File: config.mk
export PLATFORM = sky130hd
export DESIGN_NAME = fp_status_csr
export DESIGN_NICKNAME = d
export VERILOG_FILES = /design/src/rtl/fpcsr_pkg.sv /design/src/rtl/fpcsr_flags.sv /design/src/rtl/fpcsr_rmreg.sv /design/src/rtl/fpcsr_rm_resolve.sv /design/src/rtl/fp_status_csr.sv
export SDC_FILE = /design/constraint.sdc
export NUM_CORES = 1
export LEC_CHECK = 0
export BUFFER_PORTS_ARGS = -buffer_cell sky130_fd_sc_hd__buf_2
export CORE_MARGIN = 5
export CORE_UTILIZATION = 28
export DETAILED_ROUTE_END_ITERATION = 12
export HOLD_SLACK_MARGIN = 0.1
export PLACE_DENSITY = 0.78
export SKIP_LAST_GASP = 1
export SLEW_MARGIN = 40
export SYNTH_ARGS = -nofsm -noshare
export SYNTH_HDL_FRONTEND = slang
export SYNTH_SLANG_ARGS = --single-unit
export TNS_END_PERCENT = 10
File: constraint.sdc
create_clock -name clk -period 0.9 [get_ports clk]
set_input_delay 0.18 -clock clk [delete_from_list [all_inputs] [get_ports clk]]
set_output_delay 0.18 -clock clk [all_outputs]
set_load 0.03 [all_outputs]
File: src/rtl/fpcsr_pkg.sv
package fpcsr_pkg;
  localparam int FLAG_W = 5;
  localparam int RM_W   = 3;

  localparam logic [RM_W-1:0] RM_DYN       = 3'd7;
  localparam logic [RM_W-1:0] RM_MAX_LEGAL = 3'd4;

  typedef enum logic [RM_W-1:0] {
    RM_NEAR_EVEN = 3'd0,
    RM_TO_ZERO   = 3'd1,
    RM_DOWN      = 3'd2,
    RM_UP        = 3'd3,
    RM_NEAR_MAX  = 3'd4
  } rmode_e;

  localparam int FL_INEXACT  = 0;
  localparam int FL_UNDER    = 1;
  localparam int FL_OVER     = 2;
  localparam int FL_DIVZERO  = 3;
  localparam int FL_INVALID  = 4;
endpackage

File: src/rtl/fpcsr_flags.sv
module fpcsr_flags
  import fpcsr_pkg::*;
#(
  parameter int FW = FLAG_W
) (
  input  logic          clk,
  input  logic          rst,
  input  logic          wr_en,
  input  logic [FW-1:0] wr_flags,
  input  logic          acc_en,
  input  logic [FW-1:0] acc_flags,
  output logic [FW-1:0] flags_q
);
  logic [FW-1:0] acc_masked;
  logic [FW-1:0] flags_d;

  assign acc_masked = acc_en ? acc_flags : '0;

  always_comb begin
    if (wr_en) flags_d = wr_flags | acc_masked;
    else       flags_d = flags_q | acc_masked;
  end

  always_ff @(posedge clk) begin
    if (rst) flags_q <= '0;
    else     flags_q <= flags_d;
  end

  AST_FLAGS_STICKY: assert property (@(posedge clk) disable iff (rst)
    !wr_en |=> ((flags_q & $past(flags_q)) == $past(flags_q)));

  AST_FLAGS_ACCUM: assert property (@(posedge clk) disable iff (rst)
    (!wr_en && acc_en) |=> ((flags_q & $past(acc_flags)) == $past(acc_flags)));

  AST_FLAGS_LOAD: assert property (@(posedge clk) disable iff (rst)
    (wr_en && !acc_en) |=> (flags_q == $past(wr_flags)));
endmodule

File: src/rtl/fpcsr_rmreg.sv
module fpcsr_rmreg
  import fpcsr_pkg::*;
#(
  parameter int RW = RM_W
) (
  input  logic          clk,
  input  logic          rst,
  input  logic          wr_en,
  input  logic [RW-1:0] wr_rm,
  output logic [RW-1:0] rm_q
);
  always_ff @(posedge clk) begin
    if (rst)        rm_q <= '0;
    else if (wr_en) rm_q <= wr_rm;
  end

  AST_RM_HOLD: assert property (@(posedge clk) disable iff (rst)
    !wr_en |=> $stable(rm_q));
endmodule

File: src/rtl/fpcsr_rm_resolve.sv
module fpcsr_rm_resolve
  import fpcsr_pkg::*;
#(
  parameter int RW = RM_W
) (
  input  logic          insn_valid,
  input  logic [RW-1:0] insn_rm,
  input  logic [RW-1:0] dyn_rm,
  output logic [RW-1:0] eff_rm,
  output logic          illegal
);
  logic use_dyn;
  logic over_max;

  assign use_dyn  = (insn_rm == RW'(RM_DYN));
  assign eff_rm   = use_dyn ? dyn_rm : insn_rm;
  assign over_max = (eff_rm > RW'(RM_MAX_LEGAL));
  assign illegal  = insn_valid & over_max;
endmodule

File: src/rtl/fp_status_csr.sv
module fp_status_csr
  import fpcsr_pkg::*;
#(
  parameter int XLEN = 32
) (
  input  logic              clk,
  input  logic              rst,
  input  logic              csr_wr_en,
  input  logic [XLEN-1:0]   csr_wr_data,
  output logic [XLEN-1:0]   csr_rd_data,
  input  logic              exc_valid,
  input  logic [FLAG_W-1:0] exc_flags,
  input  logic              insn_valid,
  input  logic [RM_W-1:0]   insn_rm,
  output logic [RM_W-1:0]   eff_rm,
  output logic              rm_illegal
);
  localparam int RM_LSB = FLAG_W;
  localparam int RM_MSB = RM_LSB + RM_W - 1;
  localparam int PAD_W  = XLEN - RM_MSB - 1;

  logic [FLAG_W-1:0] flags_q;
  logic [RM_W-1:0]   rm_q;
  logic              unused_wr_hi;

  assign unused_wr_hi = ^csr_wr_data[XLEN-1:RM_MSB+1];

  fpcsr_flags #(.FW(FLAG_W)) u_flags (
    .clk       (clk),
    .rst       (rst),
    .wr_en     (csr_wr_en),
    .wr_flags  (csr_wr_data[FLAG_W-1:0]),
    .acc_en    (exc_valid),
    .acc_flags (exc_flags),
    .flags_q   (flags_q)
  );

  fpcsr_rmreg #(.RW(RM_W)) u_rm (
    .clk   (clk),
    .rst   (rst),
    .wr_en (csr_wr_en),
    .wr_rm (csr_wr_data[RM_MSB:RM_LSB]),
    .rm_q  (rm_q)
  );

  fpcsr_rm_resolve #(.RW(RM_W)) u_resolve (
    .insn_valid (insn_valid),
    .insn_rm    (insn_rm),
    .dyn_rm     (rm_q),
    .eff_rm     (eff_rm),
    .illegal    (rm_illegal)
  );

  assign csr_rd_data = {{PAD_W{1'b0}}, rm_q, flags_q};

  AST_RESET_CLEAR: assert property (@(posedge clk)
    rst |=> (csr_rd_data == '0));

  AST_DYN_SELECT: assert property (@(posedge clk) disable iff (rst)
    (insn_valid && insn_rm == RM_DYN) |-> (eff_rm == csr_rd_data[RM_MSB:RM_LSB]));

  AST_ILLEGAL_RANGE: assert property (@(posedge clk) disable iff (rst)
    rm_illegal |-> (insn_valid && eff_rm > RM_MAX_LEGAL));

  AST_ILLEGAL_QUAL: assert property (@(posedge clk) disable iff (rst)
    !insn_valid |-> !rm_illegal);
endmodule

### Word-level counts from Yosys, hierarchy flattened

Index checks and enable logic that the tools add are counted.
Widths: inputs -> output; s select.

* flip-flop bits (word level): 8
* output and inout bits: 36
* input port bits: 45
* word-level logic and storage cells: 10

* magnitude comparators: 1
* bitwise gates (word level): 3
* muxes and demuxes: 3
* equality and inequality tests: 1

Operator list (count)
* $mux 5: 2
* $or 5x5->5: 2
* $eq 3x3->1 const B: 1
* $gt 3x3->1 const B: 1
* $mux 3: 1
* $and 1x1->1: 1

### Logic depth before layout (Yosys ltp)

Gate-level depths: netlist (run 1).

* depth after elaboration: 4
* depth in mapped cells: 3
* mapped depth without buffers: 3

### Modules after synthesis

Synthesis (run 1) repeated with hierarchy kept, for this count alone.

* cells, all modules: 63
* area, all modules: 536.8 um2

By module, submodules not included
* fpcsr_flags: instances 1, cells an instance 21, area each 205.2 um2
* fp_status_csr: instances 1, cells an instance 25, area each 183.9 um2
* fpcsr_rmreg: instances 1, cells an instance 9, area each 101.3 um2
* fpcsr_rm_resolve: instances 1, cells an instance 8, area each 46.3 um2

### Worst setup path before layout (run 1)

Ideal clock, no wire load.

* kind: register -> output
* from: register u_rm.rm_q[0]
* to: output port rm_illegal
* stages on the path, launching flop included: 3
* path slack: -0.508 ns
* required time: 0.720 ns
* path buffers: 0
* arrival: 1.228 ns
* cells stage by stage: dfxtp_1 -> o21a_1 -> o211a_1

* longest elaborated chain between the ends: 3

Ends and longest elaborated chain
* start: declaration: line fpcsr_rmreg.sv:10 `output logic [RW-1:0] rm_q`
* start signal: assignment: line fpcsr_rmreg.sv:14 `else if (wr_en) rm_q <= wr_rm;`
* $mux 3: line fpcsr_rm_resolve.sv:16 `assign eff_rm = use_dyn ? dyn_rm : insn_rm;`
* via eff_rm[0]: line fp_status_csr.sv:15 `output logic [RM_W-1:0] eff_rm,`
* $gt 3x3->1: line fpcsr_rm_resolve.sv:17 `assign over_max = (eff_rm > RW'(RM_MAX_LEGAL));`
* $and 1x1->1: line fpcsr_rm_resolve.sv:18 `assign illegal = insn_valid & over_max;`
* end: declaration: line fp_status_csr.sv:16 `output logic rm_illegal`

The timed path passes the listed nets, and every way through them passes these cells.

### Final worst setup path (run 1)

* from: register u_rm.rm_q[1]
* to: output port rm_illegal

* longest elaborated chain between the ends: 3

Ends and longest elaborated chain (line)
* $mux 3: fpcsr_rm_resolve.sv:16
* $gt 3x3->1: fpcsr_rm_resolve.sv:17
* $and 1x1->1: fpcsr_rm_resolve.sv:18

Every way passes these cells.

==> out/results.txt, run 1 <==
Status -> finished with violations
Violated checks -> setup timing
Setup ws final -> -432 ps
Met2 Usage GRT -> 15.7%
Gate power share -> 36.8%
Seq/Total Area, Yosys -> 30.0%
Mapped Cells -> 63
Crit path kind -> flip-flop to output port
Global-route wire length before repair -> 1850 um
Pin count of the biggest net entering global routing -> 9
Yosys warning total -> 0
H-tree depth -> 1
P_sw -> 425 uW
Area leader, netlist -> buf_4
Total gr overflow -> 0
Final core utilization -> 40.8%
Via/cell ratio -> 3.78
CP startpoint kind -> flip-flop
Mean Syn Cell Area -> 8.48 sq um
Min Tclk post-route -> 1330 ps
DRT iter0 DRCs -> 0
FF/Latch Area -> 166 sq um
Clk network pwr share -> 27.1%
Peak supply drop -> 0.691 mV
Cell Rows -> 15
Post-CTS Setup Bufs -> 0
# setup viols final -> 12
Drt pass-1 iters -> 1
Post-DP HPWL -> 1130 um
Setup tns final -> -1860 ps
Die Span Y -> 53.7 um
Reg power frac -> 36.1%
Routed Antenna Nets -> 0
Int Power -> 666 uW
Hold Vio Cnt, Final -> 0
Crit path DAT -> 1150 ps
Period utilization -> 148%
Met1 Track Usage GR -> 9.44%
Leak -> 0.000414 uW
Reg clk slew, reported paths -> 70 ps
Buffers on Ports -> 32
Layout cells sized above 1 -> 46.0%
# DRC -> 0
Vias -> 472
Type of the tightest min-delay check -> primary input to flip-flop
Worst skew pair latency -> 260 ps
Synth-to-Final Area Change -> 34.7%
Fmax -> 751 MHz
Vias in the first global route -> 476
Post-synth top area share -> 35.1%
RSZ-0062 raised after global routing -> yes
Switching part of the total -> 38.9%
CTS tree -> yes
Clock tree buffer depth -> 2
Slew Viols, Final -> 0
Routed len/inst -> 10.3 um
Initial antenna violation count -> 0
Multi-input gate area -> 299 sq um
Overall global routing resource usage -> 9.06%
WL final -> 1280 um
GR peak layer -> met2
ANT cells -> 0
Met3 Track Usage GR -> 3.88%
Core footprint -> 1760 sq um
Crit. End Element -> output port
Synth Register Bits -> 8
Crit Path Max Fanout -> 2
Clock Sinks -> 8
CTS Hold Bufs -> 0
Initial Utilization -> 30.3%
Power Dens Cells -> 1520 nW/um^2
Final nets -> 146
Fillers -> 203
Syn Std Cell Area -> 534 sq um
Worst EP required -> 720 ps
Placer Congestion -> 0.695
Clock Skews -> 0 ps
CTS buffer count -> 3
Die width -> 53.7 um
Die area -> 2880 sq um
Clk root buf -> clkbuf_4
Synth top area cells -> buf_4 35%, dfxtp_1 30%, mux2i_1 15%
I/O Pins -> 81
Distinct cell type count after synthesis -> 10
Max Cap Violations -> 0
## cell usage in the layout (no fill, tap or decap)
master / synthesis / routed
dfxtp_2: 0 / 2
mux2i_1: 8 / 8
o21a_4: 0 / 3
buf_2: 0 / 31
dfxtp_1: 8 / 5
o211a_4: 0 / 1
nor2_1: 3 / 3
clkbuf_1: 0 / 1
buf_4: 25 / 4
dfxtp_4: 0 / 1
nand2_1: 8 / 8
conb_1: 1 / 24
clkbuf_4: 0 / 3
a21oi_1: 5 / 5
buf_6: 0 / 1
## synth_stat cells
cell type and number:
o211a_1 1, conb_1 1, buf_1 1, nor2_1 3, buf_4 25, nand2_1 8, a21oi_1 5, mux2i_1 8
o21a_1 3, dfxtp_1 8
## final cells by class
class	count	area share (%)
clock buffers	4	3.65
well taps	25	4.35
flip-flops and latches	8	23.1
multi-input cells	52	41.6
repair buffers	36	27.3
## final timing paths
| kind | startpoint | cells after the start | slack [ps] | end |
|---|---|---|---|---|
| setup / recovery | u_rm.rm_q[1]$_SDFFE_PP0P_ | 3 | -430 | rm_illegal |
| hold reg to reg | u_flags.flags_q[1]$_SDFF_PP0_ | 2 | 540 | u_flags.flags_q[1]$_SDFF_PP0_ |
| setup reg to reg | u_rm.rm_q[1]$_SDFFE_PP0P_ | 3 | 160 | u_rm.rm_q[1]$_SDFFE_PP0P_ |
| hold / removal | csr_wr_data[6] | 3 | 150 | u_rm.rm_q[1]$_SDFFE_PP0P_ |
## worst max-delay path: stages, from the launching register on
cell	delay, ps
dfxtp_4	340
o21a_4	190
o211a_4	220
buf_6	130
## registers in the layout, summed over array words and instances, names as in the netlist
name,cells
u_flags.flags_q,5
u_rm.rm_q,3
## per-layer routing
layer	up-vias	routed length (um)
met5	-	0
met4	0	0
met3	0	230
met2	39	629
met1	201	423
li1	232	-
## repair_timing
action,4_1_cts,5_1_grt
endpoints found under the setup margin,12,12
gates resized for setup,2,0
pin swaps,1,0
## metrics by stage
step,area (sq um),instances,total power [uW],setup WS [ps],hold slack [ps]
floorplan,657,86,773,-181,316
global placement,687,121,791,-234,415
detailed placement,687,121,800,-263,427
CTS,719,125,1110,-449,145
global route,719,125,1160,-464,168
finish,719,125,1090,-432,151
## logic make-up after synthesis
group / share of synthesized area (%)
AOI/OAI and AO/OA: 10.8
buffers and inverters: 35.8
DFF: 30.0
muxes: 15.0
other: 0.702
and+or+nand+nor: 7.73
## power by group through the flow
stage / registers [uW] / logic, uW / clock network (uW)
3_5_place_dp: 401 / 399 / 0
2_1_floorplan: 454 / 319 / 0
4_1_cts: 394 / 403 / 313
5_1_grt: 397 / 431 / 331
3_3_place_gp: 400 / 391 / 0
6_report: 394 / 402 / 296
Power figures use the tool's default switching activity.
==> run 2, diff against run 1 <==
Settings changed: SYNTH_HIERARCHICAL from default to 1.
Clock period 0.9 ns to 1.4 ns, I/O delays scaled along.
==> run 2 against run 1 <==
Combinational power down 37%. The flow now finishes without violations. Register-to-register slack better by 520 ps. Via count down 2.5%. Highest routed layer unchanged. Die area up 0.39%. Clock power down 42%. Largest power group is now sequential cells. First-iteration DRC count up 7. Synthesized cell count unchanged. Clock skew unchanged. Non-clock buffer count down 2. Critical path type unchanged. Clock-buffer cell count down 1.
==> out/results.txt, run 2 <==
Status -> finished, final reports clean (was finished with violations)
Clk root buf -> clkbuf_4 (unchanged)
Total power -> 682 uW (was 1090 uW)
# setup viols final -> 0 (was 12)
Cell Rows -> 15 (unchanged)
Commonest cells in the netlist -> 24 x buf_4, 8 x dfxtp_1, 8 x mux2i_1 (was 25 x buf_4, 8 x dfxtp_1, 8 x mux2i_1, 8 x nand2_1, 5 x a21oi_1)
Post-synth EDFFs -> 0 (unchanged)
Distinct cell type count after synthesis -> 12 (was 10)
CP startpoint kind -> flip-flop (unchanged)
Final nets -> 145 (was 146)
Buffers on Ports -> 32 (unchanged)
Worst hold stages -> 3 (unchanged)
Clock Skews -> 0 ps (unchanged)
Die area -> 2890 sq um (was 2880 sq um)
Post-synth top area share -> 33.6% (was 35.1%)
Post-route cell area -> 708 sq um (was 719 sq um)
# DRC -> 0 (unchanged)
Worst EP required -> 1120 ps (was 720 ps)
Pin count of the biggest net entering global routing -> 9 (unchanged)
Clock Sinks -> 8 (unchanged)
Seq/Total Area, Yosys -> 29.8% (was 30.0%)
Fmax -> 727 MHz
Via/cell ratio -> 3.74 (was 3.78)
Top flop regs -> u_flags/flags_q: 5 flops, u_rm/rm_q: 3 flops (was u_flags.flags_q: 5 flops, u_rm.rm_q: 3 flops)
Crit path DAT -> 1100 ps (was 1150 ps)
Max reg flops -> 5 (unchanged)
Initial Utilization -> 30.1% (was 30.3%)
Routed Antenna Nets -> 0 (unchanged)
Synth top area cells -> buf_4 34%, dfxtp_1 30%, mux2i_1 15% (was buf_4 35%, dfxtp_1 30%, mux2i_1 15%)
Register-to-Register Setup Slack -> 680 ps (was 160 ps)
FF-to-FF End -> u_rm/rm_q[2]$_SDFFE_PP0P_ (was u_rm.rm_q[1]$_SDFFE_PP0P_)
Peak supply drop -> 0.529 mV (was 0.691 mV)
WL final -> 1290 um (was 1280 um)
Slew Viols, Final -> 0 (unchanged)
Crit Path Max Fanout -> 2 (unchanged)
Routed len/inst -> 10.5 um (was 10.3 um)
Max Cap Violations -> 0 (unchanged)
Commonest non-fill, non-tap cell in the layout -> buf_2 (unchanged)
Synth-to-Final Area Change -> 31.9% (was 34.7%)
RSZ-0062 raised after global routing -> yes (unchanged)
Worst hold start -> exc_flags[2] (was csr_wr_data[6])
ANT cells -> 0 (unchanged)
Yosys warning total -> 6 (was 0)
GR peak layer -> met2 (unchanged)
Met3 Track Usage GR -> 2.77% (was 3.88%)
R2R cell count -> 3 (unchanged)
Min Tclk post-route -> 1380 ps
Placer Congestion -> 0.642 (was 0.695)
Hold Vio Cnt, Final -> 0 (unchanged)
Async SR Flop Fraction -> 0% (unchanged)
CTS tree -> yes (unchanged)
Met2 Usage GRT -> 15.7% (unchanged)
Leak -> 0.000405 uW (was 0.000414 uW)
Initial antenna violation count -> 0 (unchanged)
Hold path endpoint -> u_flags/flags_q[2]$_SDFF_PP0_ (was u_rm.rm_q[1]$_SDFFE_PP0P_)
I/O Pins -> 81 (unchanged)
Vias -> 460 (was 472)
Crit. End Element -> output port (unchanged)
Clock tree buffer depth -> 2 (unchanged)
DP Area -> 672 sq um (was 687 sq um)
Total gr overflow -> 0 (unchanged)
Critical R2R Launch -> u_rm/rm_q[2]$_SDFFE_PP0P_ (was u_rm.rm_q[1]$_SDFFE_PP0P_)
Power Dens Cells -> 962 nW/um^2 (was 1520 nW/um^2)
Mean Syn Cell Area -> 8.52 sq um (was 8.48 sq um)
Largest Register -> u_flags/flags_q (was u_flags.flags_q)
Mapped Cells -> 63 (unchanged)
Met1 Track Usage GR -> 9.12% (was 9.44%)
Fillers -> 195 (was 203)
Overall global routing resource usage -> 8.72% (was 9.06%)
Most frequent cells in the layout -> 31 x buf_2, 24 x conb_1, 8 x mux2i_1 (was 31 x buf_2, 24 x conb_1, 8 x nand2_1, 8 x mux2i_1)
Area leader, netlist -> buf_4 (unchanged)
Worst skew pair latency -> 250 ps (was 260 ps)
Most numerous cell in the Yosys netlist -> buf_4 (unchanged)
Global-route wire length before repair -> 1810 um (was 1850 um)
CTS Hold Bufs -> 0 (unchanged)
Reg clk slew, reported paths -> 60 ps (was 70 ps)
Synth Register Bits -> 8 (unchanged)
Layout cells sized above 1 -> 45.9% (was 46.0%)
Crit path kind -> flip-flop to output port (unchanged)
Post-DP HPWL -> 1150 um (was 1130 um)
Type of the tightest min-delay check -> primary input to flip-flop (unchanged)
Period utilization -> 98.2%
Die Span Y -> 53.8 um (was 53.7 um)
Drt pass-1 iters -> 4 (was 1)
H-tree depth -> 1 (unchanged)
Vias in the first global route -> 427 (was 476)
CTS buffer count -> 3 (unchanged)
Core footprint -> 1780 sq um (was 1760 sq um)
Syn Std Cell Area -> 537 sq um (was 534 sq um)
Die width -> 53.8 um (was 53.7 um)
Ys flop type -> dfxtp_1 (unchanged)
DRT iter0 DRCs -> 7 (was 0)
==> run 2: changes by cell type in the layout (fill, tap and decap cells not counted), moves of 2 or more <==
cell / delta
buf_4: -2
inv_2: +2
nand2_1: -3
o21a_4: -3
a31oi_4: +2
inv_1: +2
==> run 2: final cells by class <==
cell class                 count  area (sq um)  area share (%)
sequential                     8           164            23.1
timing repair buffer          34           181            25.6
tap                           25          31.3            4.42
inverter                       4          15.0            2.12
clock buffer                   3          22.5            3.18
multi-input combinational     49           294            41.5
==> run 2: kinds of logic (layout without fill, tap and decap cells) <==
| kind of cell | Yosys count | count (layout) | synth area share [%] |
|---|---|---|---|
| buf+inv | 29 | 41 | 38.5 |
| compound gates | 9 | 9 | 10.5 |
| mux | 8 | 8 | 14.9 |
| flops | 8 | 8 | 29.8 |
| simple gates | 8 | 8 | 5.59 |
| other cells | 1 | 24 | 0.699 |
==> run 2: power by group <==
group          switching (uW)  internal, uW  leakage, uW
clock network            74.2          97.8    0.0000138
logic                     186          68.4     0.000323
registers                9.11           246    0.0000676
==> run 2: worst max path at each step <==
stage	slack, ps	endpoint	start
6_report	20	rm_illegal	u_rm/rm_q[2]$_SDFFE_PP0P_
5_1_grt	-30	rm_illegal	u_rm/rm_q[2]$_SDFFE_PP0P_
4_1_cts	6	rm_illegal	u_rm/rm_q[2]$_SDFFE_PP0P_
3_5_place_dp	40	rm_illegal	insn_rm[1]
3_3_place_gp	60	rm_illegal	insn_rm[1]
2_1_floorplan	40	rm_illegal	u_rm/rm_q[0]$_SDFFE_PP0P_
==> run 2: layer usage <==
layer / wire, um / up-vias / share of wire (%)
li1: - / 228 / -
met1: 414 / 202 / 32
met2: 693 / 30 / 54
met3: 183 / 0 / 14
met4: 0 / 0 / 0
met5: 0 / - / 0
==> run 2: stage by stage <==
stage                     utilization, %  hold slack (ps)  setup slack, ps  TNS (ps)  std cells
after floorplan                        -              345             45.0         0         86
after global placement              37.7              478             60.9         0        119
after detailed placement            37.7              498             42.8         0        119
after CTS                           39.7              262             5.99         0        123
after global routing                39.7              279            -34.0     -34.0        123
final                               39.7              270             24.7         0        123
==> run 2: critical path, stage by stage (launching register included) <==
cell and delay (ps):
dfxtp_2 320, o31a_1 260, o211a_4 140, buf_6 130
==> run 2: repair_timing <==
action,4_1_cts,5_1_grt
endpoints found under the setup margin,1,1
pin swaps,1,0
resized for setup,4,0
buffers inserted,1,0
